## config.mk

```make
export PLATFORM = sky130hd
export DESIGN_NAME = sdr_timing_guard
export DESIGN_NICKNAME = d
export VERILOG_FILES = /design/src/rtl/sdr_guard_pkg.sv /design/src/rtl/sdr_guard_decode.sv /design/src/rtl/sdr_guard_bank.sv /design/src/rtl/sdr_timing_guard.sv
export SDC_FILE = /design/constraint.sdc
export NUM_CORES = 1
export LEC_CHECK = 0
export BUFFER_PORTS_ARGS = -buffer_cell sky130_fd_sc_hd__buf_4
export CAP_MARGIN = 40
export CORE_ASPECT_RATIO = 1.1
export CORE_UTILIZATION = 55
export DETAILED_ROUTE_END_ITERATION = 7
export PLACE_DENSITY_LB_ADDON = 0.15
export SYNTH_ARGS = -nofsm -noshare
export SYNTH_HDL_FRONTEND = slang
export SYNTH_SLANG_ARGS = --single-unit
```

## constraint.sdc

```tcl
create_clock -name clk -period 2.7 [get_ports clk]
set_input_delay 0.135 -clock clk [delete_from_list [all_inputs] [get_ports clk]]
set_output_delay 0.135 -clock clk [all_outputs]
set_load 0.01 [all_outputs]
```

## src/rtl/sdr_guard_pkg.sv

```systemverilog
`timescale 1ns/1ps
package sdr_guard_pkg;

    localparam int NUM_BANKS = 2;

    typedef enum logic [3:0] {
        CMD_NOP,
        CMD_BST,
        CMD_ACT,
        CMD_RD,
        CMD_WR,
        CMD_PRE,
        CMD_MRS,
        CMD_REF,
        CMD_PDN,
        CMD_SREF,
        CMD_BAD
    } guard_cmd_e;

    typedef enum logic [1:0] {
        BANK_IDLE,
        BANK_OPEN,
        BANK_SHUT
    } bank_state_e;

endpackage

```

## src/rtl/sdr_guard_decode.sv

```systemverilog
`timescale 1ns/1ps
module sdr_guard_decode
    import sdr_guard_pkg::*;
(
    input  logic       cs_n,
    input  logic       ras_n,
    input  logic       cas_n,
    input  logic       we_n,
    input  logic       cke_drop,
    output guard_cmd_e cmd
);

    always_comb begin
        cmd = CMD_NOP;
        if (cs_n) begin
            cmd = cke_drop ? CMD_PDN : CMD_NOP;
        end else begin
            case ({ras_n, cas_n, we_n})
                3'b111:  cmd = cke_drop ? CMD_PDN  : CMD_NOP;
                3'b001:  cmd = cke_drop ? CMD_SREF : CMD_REF;
                3'b110:  cmd = cke_drop ? CMD_BAD  : CMD_BST;
                3'b011:  cmd = cke_drop ? CMD_BAD  : CMD_ACT;
                3'b101:  cmd = cke_drop ? CMD_BAD  : CMD_RD;
                3'b100:  cmd = cke_drop ? CMD_BAD  : CMD_WR;
                3'b010:  cmd = cke_drop ? CMD_BAD  : CMD_PRE;
                3'b000:  cmd = cke_drop ? CMD_BAD  : CMD_MRS;
                default: cmd = CMD_BAD;
            endcase
        end
    end

endmodule

```

## src/rtl/sdr_guard_bank.sv

```systemverilog
`timescale 1ns/1ps
module sdr_guard_bank
    import sdr_guard_pkg::*;
#(
    parameter int TRCD          = 3,
    parameter int TRAS_MIN      = 7,
    parameter int TRAS_MAX      = 5000,
    parameter int RAS_WARN_LEAD = 64,
    parameter int TRP           = 3,
    parameter int CNT_W         = 13
) (
    input  logic clk,
    input  logic rst_n,
    input  logic act_go,
    input  logic pre_go,
    output logic ready_idle,
    output logic is_open,
    output logic rcd_ok,
    output logic pre_ok,
    output logic ras_warn,
    output logic ras_viol
);

    localparam logic [CNT_W-1:0] L_TRCD    = CNT_W'(TRCD);
    localparam logic [CNT_W-1:0] L_RASMIN  = CNT_W'(TRAS_MIN);
    localparam logic [CNT_W-1:0] L_RASMAX  = CNT_W'(TRAS_MAX);
    localparam logic [CNT_W-1:0] L_WARN_AT = CNT_W'(TRAS_MAX - RAS_WARN_LEAD);
    localparam logic [CNT_W-1:0] L_TRP     = CNT_W'(TRP);
    localparam logic [CNT_W-1:0] L_SAT     = '1;

    typedef struct packed {
        bank_state_e      st;
        logic [CNT_W-1:0] cnt;
    } bank_reg_t;

    bank_reg_t bank_d, bank_q;
    logic      shut_done;

    assign shut_done = (bank_q.st == BANK_SHUT) && (bank_q.cnt >= L_TRP);

    always_comb begin
        bank_d = bank_q;
        if (bank_q.cnt != L_SAT) begin
            bank_d.cnt = bank_q.cnt + 1'b1;
        end
        if (shut_done) begin
            bank_d.st = BANK_IDLE;
        end
        if (act_go) begin
            bank_d.st  = BANK_OPEN;
            bank_d.cnt = CNT_W'(1);
        end else if (pre_go) begin
            bank_d.st  = BANK_SHUT;
            bank_d.cnt = CNT_W'(1);
        end
    end

    always_ff @(posedge clk or negedge rst_n) begin
        if (!rst_n) begin
            bank_q.st  <= BANK_IDLE;
            bank_q.cnt <= L_SAT;
        end else begin
            bank_q <= bank_d;
        end
    end

    assign is_open    = (bank_q.st == BANK_OPEN);
    assign ready_idle = (bank_q.st == BANK_IDLE) || shut_done;
    assign rcd_ok     = is_open && (bank_q.cnt >= L_TRCD);
    assign pre_ok     = !is_open || (bank_q.cnt >= L_RASMIN);
    assign ras_warn   = is_open && (bank_q.cnt >= L_WARN_AT);
    assign ras_viol   = is_open && (bank_q.cnt >= L_RASMAX);

endmodule

```

## src/rtl/sdr_timing_guard.sv

```systemverilog
`timescale 1ns/1ps
module sdr_timing_guard
    import sdr_guard_pkg::*;
#(
    parameter int TRCD          = 3,
    parameter int TRRD          = 2,
    parameter int TRAS_MIN      = 7,
    parameter int TRAS_MAX      = 5000,
    parameter int RAS_WARN_LEAD = 64,
    parameter int TRP           = 3
) (
    input  logic       clk,
    input  logic       rst_n,
    input  logic       req_valid,
    input  logic       req_cs_n,
    input  logic       req_ras_n,
    input  logic       req_cas_n,
    input  logic       req_we_n,
    input  logic       req_ap,
    input  logic       req_ba,
    input  logic       req_cke_drop,
    output logic       req_ready,
    output logic       req_err,
    output logic       mem_cs_n,
    output logic       mem_ras_n,
    output logic       mem_cas_n,
    output logic       mem_we_n,
    output logic       mem_ap,
    output logic       mem_ba,
    output logic       mem_cke_drop,
    output logic [1:0] ras_warn,
    output logic [1:0] ras_viol
);

    localparam int               CNT_W  = $clog2(TRAS_MAX + 2);
    localparam logic [CNT_W-1:0] L_TRRD = CNT_W'(TRRD);
    localparam logic [CNT_W-1:0] L_SAT  = '1;

    typedef struct packed {
        logic [CNT_W-1:0] rrd_cnt;
    } guard_reg_t;

    guard_reg_t           gd_d, gd_q;
    guard_cmd_e           cmd;
    logic [NUM_BANKS-1:0] bank_idle;
    logic [NUM_BANKS-1:0] bank_open;
    logic [NUM_BANKS-1:0] bank_rcd_ok;
    logic [NUM_BANKS-1:0] bank_pre_ok;
    logic [NUM_BANKS-1:0] act_go;
    logic [NUM_BANKS-1:0] pre_go;
    logic                 rrd_ok;
    logic                 allow;
    logic                 refuse;

    sdr_guard_decode u_decode (
        .cs_n     (req_cs_n),
        .ras_n    (req_ras_n),
        .cas_n    (req_cas_n),
        .we_n     (req_we_n),
        .cke_drop (req_cke_drop),
        .cmd      (cmd)
    );

    for (genvar b = 0; b < NUM_BANKS; b++) begin : g_bank
        localparam logic BANK_ID = 1'(b);

        assign act_go[b] = req_ready && (cmd == CMD_ACT) && (req_ba == BANK_ID);
        assign pre_go[b] = req_ready && (cmd == CMD_PRE) && bank_open[b] &&
                           (req_ap || (req_ba == BANK_ID));

        sdr_guard_bank #(
            .TRCD          (TRCD),
            .TRAS_MIN      (TRAS_MIN),
            .TRAS_MAX      (TRAS_MAX),
            .RAS_WARN_LEAD (RAS_WARN_LEAD),
            .TRP           (TRP),
            .CNT_W         (CNT_W)
        ) u_bank (
            .clk        (clk),
            .rst_n      (rst_n),
            .act_go     (act_go[b]),
            .pre_go     (pre_go[b]),
            .ready_idle (bank_idle[b]),
            .is_open    (bank_open[b]),
            .rcd_ok     (bank_rcd_ok[b]),
            .pre_ok     (bank_pre_ok[b]),
            .ras_warn   (ras_warn[b]),
            .ras_viol   (ras_viol[b])
        );
    end

    assign rrd_ok = (gd_q.rrd_cnt >= L_TRRD);

    // grant decision for the presented command
    always_comb begin
        allow  = 1'b0;
        refuse = 1'b0;
        case (cmd)
            CMD_NOP, CMD_BST: allow = 1'b1;
            CMD_ACT: begin
                if (bank_open[req_ba]) refuse = 1'b1;
                else                   allow  = bank_idle[req_ba] && rrd_ok;
            end
            CMD_RD, CMD_WR: begin
                if (!bank_open[req_ba]) refuse = 1'b1;
                else                    allow  = bank_rcd_ok[req_ba];
            end
            CMD_PRE: allow = req_ap ? (&bank_pre_ok) : bank_pre_ok[req_ba];
            CMD_MRS, CMD_REF, CMD_PDN, CMD_SREF: allow = &bank_idle;
            default: refuse = 1'b1;
        endcase
    end

    assign req_ready = req_valid && allow && !refuse;
    assign req_err   = req_valid && refuse;

    always_comb begin
        gd_d = gd_q;
        if (gd_q.rrd_cnt != L_SAT) begin
            gd_d.rrd_cnt = gd_q.rrd_cnt + 1'b1;
        end
        if (|act_go) begin
            gd_d.rrd_cnt = CNT_W'(1);
        end
    end

    always_ff @(posedge clk or negedge rst_n) begin
        if (!rst_n) begin
            gd_q.rrd_cnt <= L_SAT;
        end else begin
            gd_q <= gd_d;
        end
    end

    assign mem_cs_n     = req_ready ? req_cs_n     : 1'b1;
    assign mem_ras_n    = req_ready ? req_ras_n    : 1'b1;
    assign mem_cas_n    = req_ready ? req_cas_n    : 1'b1;
    assign mem_we_n     = req_ready ? req_we_n     : 1'b1;
    assign mem_ap       = req_ready ? req_ap       : 1'b0;
    assign mem_ba       = req_ready ? req_ba       : 1'b0;
    assign mem_cke_drop = req_ready ? req_cke_drop : 1'b0;

endmodule

```

==> reports/results.tsv, run 1 <==
metric	value	unit
place_area	3050	sq um
ratio_of_routed_vias_to_standard_cells	5.86	
chipHeight	77.6	um
post_route_cells_drive_above_1_share	0.288	
place.gp.congestion	0.895	
post_synth_main_area_contributors	dfstp_2 36%, a21oi_1 5.3%, xnor2_1 5.2%, xor2_1 3.7%, dfrtp_1 3.5%	
cp.arrival	2.38	ns
postSynth.asyncResetShare	1.00	
timing.max_cap.violations	0	
layoutNonFillerInstCount	388	
period_share	0.932	
reg2reg_from	g_bank[0].u_bank.bank_q[0]$_DFFE_PN1P_	
violations_in_the_final_reports	DRC	
grt_first_pass_wirelength	10000	um
clkTransAtPathRegs	0.09	ns
clock.fmax	397	MHz
synthesis.area_per_instance	9.21	sq um
min-delay-path-class	input pin to flip-flop	
dp.cells	378	
result_of_the_run	finished, violations left	
rr_endpoint	g_bank[1].u_bank.bank_q[2]$_DFFE_PN1P_	
half_perimeter_wire_length_after_placement	3870	um
largest_net_degree_at_the_start_of_global_routing	44	
detail-route-antenna-nets	0	
synth.cell_area	2860	sq um
area_delta_synth_final	12.1	%
grt_remaining_overflow	0	
startpoint_type	flip-flop	
worstHoldEndpoint	g_bank[0].u_bank.bank_q[13]$_DFFE_PN0P_	
timing_worst_slew_pin_value	0.680	ns
detail_route.wirelength	5680	um
postSynthCellCount	310	
synth.top_cell.area_share	0.359	
holdPathStages	2	
cts.path.max_buffers	2	
die-area	5480	sq um
cellPowerDensity	970	nW/um^2
synth.yosys.warnings	0	
iteration_count_of_the_initial_detailed_routing_pass	6	
non_filler_cell_area_final	3200	sq um
clock_period_minus_final_worst_setup_slack	2.52	ns
cts_root_buf	clkbuf_8	
timing.setup.tns	0	ns
p_leak	1.21	nW
yosysMostFrequentCell	dfstp_2	
timing.critical_path.fanout_max	8	
synth.ff_latch_count	43	
netlist_top_cells_count	39 x dfstp_2, 30 x a21oi_1, 23 x nand2_1	
synth.lib_cells_used.distinct	51	
clock_latency	0.30	ns
max_transition_margin	0.543	
rrSetupSlack	0.42	ns
cts_made_buffers	5	
die_x	70.7	um
drc	6	
fin_skew	0.0107	ns
number_of_global_route_vias_before_repair	2181	
cts_tree	yes	
worst-setup-path-type	flip-flop to primary output	
pin_count	23	
hold_path.startpoint	req_ba	
cts_htree_levels	2	
insertedDiodeCount	0	
routed-via-count	2273	
hold_viol	0	
fill_cells	429	
report.final.setup_viol	0	
critical_path_required	2.57	ns
multi_input_gate_area	1620	sq um
setup_repair_after_global_routing_missed_its_margin	no	
register_cell_area_after_layout	1120	sq um
r2r_cells	8	
worstSetupEndpointType	primary output	
synth_edf_count	0	
iteration_0_drc_count_of_the_detailed_router	118	
peak_supply_drop	0.428	mV
utilization	0.640	
grt_usage	0.225	
wire_per_inst	14.6	um
slew_viol_final	0	
final_nets	345	
num_rows	27	
synth_seq_area_share	0.394	
initial_standard_cell_utilization_of_the_core	0.571	
syn_nets	326	
sinks_on_the_clock_net	43	
floorplan.core_area	5000	sq um
io_buffers	22	
synthFlopType	dfstp_2	
synthDominantAreaCellType	dfstp_2	
antenna_found_initial	0	
## worst max-delay path: stages (launching register included)
cell and delay [ns]:
dfstp_2 0.56, ha_2 0.19, a21oi_1 0.07, nor2b_1 0.13, nor3_1 0.08, o311a_2 0.48, a31oi_4 0.28, and2_1 0.17
buf_4 0.12
## placed cells by master (no fill, tap or decap), drive strengths merged, types with 7 or more instances in the layout
cell type / n
nand3: 10
nand2: 23
nor2b: 9
o21ai: 10
buf: 28
dfstp: 39
inv: 12
nor4: 7
and3: 7
nor3: 13
and2: 7
a22oi: 7
xnor2: 17
a21oi: 36
nor2: 13
xor2: 12
## what timing repair did
item                                    CTS  global route
pin swaps                                 0             3
endpoints found under the setup margin    3             8
gates resized for setup                   1             5
hold buffers                              1             0
endpoints found under the hold margin     4             0
setup buffers                             0             1
gates cloned                              0             0
## power breakdown
group	leakage, nW	switching, mW	internal (mW)
registers	0.452	0.384	1.15
clock network	0.0548	0.235	0.279
logic	0.701	0.516	0.538
## per-stage QoR
| stage | hold slack (ns) | worst slack (ns) | power, mW |
|---|---|---|---|
| 6_report | 0.121 | 0.182 | 3.11 |
| 5_1_grt | 0.120 | 0.0183 | 3.37 |
| 4_1_cts | 0.110 | 0.0420 | 3.12 |
| 3_5_place_dp | 0.158 | 0.291 | 2.57 |
| 3_3_place_gp | 0.157 | 0.395 | 2.55 |
| 2_1_floorplan | -0.161 | 0.541 | 2.33 |
## worst max path at each step
stage,from,to,slack (ns),cells past startpoint
CTS,g_bank[0].u_bank.bank_q[0]$_DFFE_PN1P_,mem_ap,0.04,8
floorplan,g_bank[0].u_bank.bank_q[0]$_DFFE_PN1P_,mem_ap,0.54,7
global placement,g_bank[0].u_bank.bank_q[0]$_DFFE_PN1P_,mem_ba,0.39,8
detailed placement,g_bank[0].u_bank.bank_q[0]$_DFFE_PN1P_,mem_ap,0.29,8
global route,g_bank[1].u_bank.bank_q[1]$_DFFE_PN1P_,mem_ap,0.02,8
finish,g_bank[1].u_bank.bank_q[1]$_DFFE_PN1P_,mem_ap,0.18,8
## state kept, by name, summed over array words and instances, names as in the netlist
| signal | cells |
|---|---|
| g_bank.u_bank.bank_q | 30 |
| gd_q | 13 |
## cell families after synthesis
kind of cell	synth area share
AO/OA/AOI/OAI	0.199
buffers and inverters	0.0513
AND/OR/NAND/NOR	0.233
multiplexers	0.00701
adder cells (fa/ha/maj)	0.0263
flip-flops	0.394
XOR/XNOR	0.0890
## layout make-up
class,instances,area share
clock buffers,5,0.0215
clock inverters,3,0.0145
inverters,11,0.0129
multi-input cells,239,0.504
flip-flops and latches,43,0.351
well taps,58,0.0227
repair buffers,29,0.0727
## layer usage
layer	wire, um	part of all wire	global-route usage
met1	2690	0.47	0.292
met4	40	0.0070	0.0620
met5	0	0	0
met3	185	0.033	0.0403
met2	2760	0.49	0.385
Note: power is estimated with default switching activity, not from simulation.
==> run 2, diff against run 1 <==
- clock period: 2.7 -> 3.3 ns (I/O delays scaled with it)
==> reports/results.tsv, run 2 (synthesis results as in run 1) <==
metric	value	unit	change
clock_latency	0.29	ns	about the same
chipHeight	77.6	um	unchanged
insertedDiodeCount	0		unchanged
startpoint_type	flip-flop		
timing.critical_path.fanout_max	8		unchanged
half_perimeter_wire_length_after_placement	4030	um	+4.2%
place.gp.congestion	0.869		-2.9%
largestRegisters	g_bank.u_bank.bank_q: 30 flops, gd_q: 13 flops		
cellPowerDensity	782	nW/um^2	-19%
timing.max_cap.violations	0		unchanged
utilization	0.626		-0.0145
cts_htree_levels	2		unchanged
routed-via-count	2309		+1.6%
area_delta_synth_final	9.60	%	
cp.arrival	2.61	ns	+0.23 ns
die-area	5480	sq um	unchanged
worstSetupEndpointType	primary output		
iteration_count_of_the_initial_detailed_routing_pass	6		unchanged
final_nets	344		-0.29%
post_route_cells_drive_above_1_share	0.267		-0.0204
most-common-layout-cells	39 x dfstp_2, 30 x a21oi_1, 27 x buf_4, 23 x nand2_1, 17 x xnor2_1		
die_x	70.7	um	unchanged
grt_remaining_overflow	0		unchanged
timing.critical_path.cells	ha_1, nor2b_1, nor3_1, a311oi_1, o21ai_1, a31oi_2, and2_1, buf_4		
ratio_of_routed_vias_to_standard_cells	5.97		+1.8%
post-cts-setup-buffer-count	0		unchanged
fin_skew	0.00240	ns	-0.00826 ns
dp_slack	0.850	ns	+0.559 ns
flip_flop_count_of_the_largest_register_all_copies_and_words_added	30		unchanged
cts_root_buf	clkbuf_8		
postcts_resize_cnt	0		-1
clock.fmax	360	MHz	
critical_path_required	3.13	ns	+0.56 ns
detail_route.wirelength	5840	um	+2.7%
timing.setup.tns	0	ns	unchanged
result_of_the_run	finished, violations left		
clock_period_minus_final_worst_setup_slack	2.77	ns	
place_area	3030	sq um	-0.41%
non_filler_cell_area_final	3130	sq um	-2.3%
num_rows	27		unchanged
largest_net_degree_at_the_start_of_global_routing	44		unchanged
final_common_cell	dfstp_2		
cts_made_buffers	5		unchanged
number_of_global_route_vias_before_repair	2189		+0.37%
setup_repair_after_global_routing_missed_its_margin	no		
iteration_0_drc_count_of_the_detailed_router	207		+75%
pin_count	23		unchanged
worst-setup-path-type	flip-flop to primary output		
final_critical_path_setup_slack	0.526	ns	+0.343 ns
p_leak	1.19	nW	-1.6%
detail-route-antenna-nets	0		unchanged
initial_standard_cell_utilization_of_the_core	0.571		unchanged
peak_supply_drop	0.465	mV	+8.7%
hold_viol	0		unchanged
drc	6		unchanged
timing.critical_path.slowest_stage_cell	dfstp_2		
max_transition_margin	0.531		-0.0118
wire_per_inst	15.1	um	+3.0%
grt_usage	0.226		+0.00139
period_share	0.841		
grt_first_pass_wirelength	10000	um	+0.20%
report.final.setup_viol	0		unchanged
cts.path.max_buffers	2		unchanged
clkTransAtPathRegs	0.08	ns	about the same
antenna_found_initial	0		unchanged
timing.critical_path.slowest_cell_delay	0.58	ns	+0.02 ns
cts_tree	yes		
min-delay-path-class	input pin to flip-flop		
largest-register	g_bank.u_bank.bank_q		
slew_viol_final	0		unchanged
worst_path_dominant_cell_family	compound AO/OA/AOI/OAI gates		
io_buffers	22		unchanged
floorplan.core_area	5000	sq um	unchanged
worst-path-buf-inv	1		unchanged
timing_worst_slew_pin_value	0.697	ns	+0.0175 ns
sinks_on_the_clock_net	43		unchanged
violations_in_the_final_reports	DRC		
-- run 2: changes by cell type in the layout (fill, tap and decap cells not counted), moves of 2 or more --
cell,before,now
ha_1,4,6
ha_2,2,0
nor2b_1,7,9
nor2b_2,2,0
-- run 2: cell type report --
class                      count  area, sq um
timing repair buffer          28          213
multi-input combinational    239         1590
fill                         433         1870
inverter                      11         41.3
tap                           58         72.6
sequential                    43         1120
clock inverter                 2         12.5
clock buffer                   6         72.6
-- run 2: final timing paths --
check | slack (ns) | cells after the start | endpoint | start
min in group asynchronous | 0.41 | 2 | g_bank[0].u_bank.bank_q[13]$_DFFE_PN0P_ | rst_n
max in group asynchronous | 2.52 | 2 | g_bank[0].u_bank.bank_q[10]$_DFFE_PN1P_ | rst_n
hold / removal | 0.15 | 2 | g_bank[0].u_bank.bank_q[13]$_DFFE_PN0P_ | req_ba
setup / recovery | 0.53 | 8 | mem_cke_drop | g_bank[0].u_bank.bank_q[0]$_DFFE_PN1P_
hold reg to reg | 0.53 | 2 | g_bank[0].u_bank.bank_q[12]$_DFFE_PN1P_ | g_bank[0].u_bank.bank_q[12]$_DFFE_PN1P_
setup reg to reg | 0.89 | 8 | g_bank[1].u_bank.bank_q[8]$_DFFE_PN1P_ | g_bank[0].u_bank.bank_q[0]$_DFFE_PN1P_
-- run 2: metal layers --
layer | wire (um) | up-vias | global-route usage
li1 | - | 1151 | -
met1 | 2750 | 1104 | 0.305
met2 | 2810 | 50 | 0.376
met3 | 235 | 4 | 0.0403
met4 | 49 | 0 | 0.0580
met5 | 0 | - | 0
-- run 2: power breakdown --
group / internal [mW] / switching (mW) / leakage (nW) / total, mW
clock: 0.148 / 0.180 / 0.0412 / 0.328
combinational: 0.435 / 0.429 / 0.695 / 0.864
sequential: 0.945 / 0.311 / 0.452 / 1.26
-- run 2: stage by stage --
stage	hold slack, ns	cells	power [mW]
4_1_cts	0.139	387	2.47
5_1_grt	0.148	387	2.65
3_3_place_gp	0.190	378	2.09
6_report	0.149	387	2.45
2_1_floorplan	-0.131	310	1.90
3_5_place_dp	0.191	378	2.12
-- run 2: what timing repair did --
action | in CTS | in global routing
endpoints found under the setup margin | 0 | 0
hold buffers | 1 | 0
endpoints found under the hold margin | 4 | 0
-- run 2: worst reg2reg max path: stages (launching register included) --
cell and delay [ns]:
dfstp_2 0.58, ha_1 0.28, nor2b_1 0.19, nor3_1 0.07
a311oi_1 0.29, o21ai_1 0.20, a31oi_4 0.24, buf_4 0.30
a22oi_1 0.15
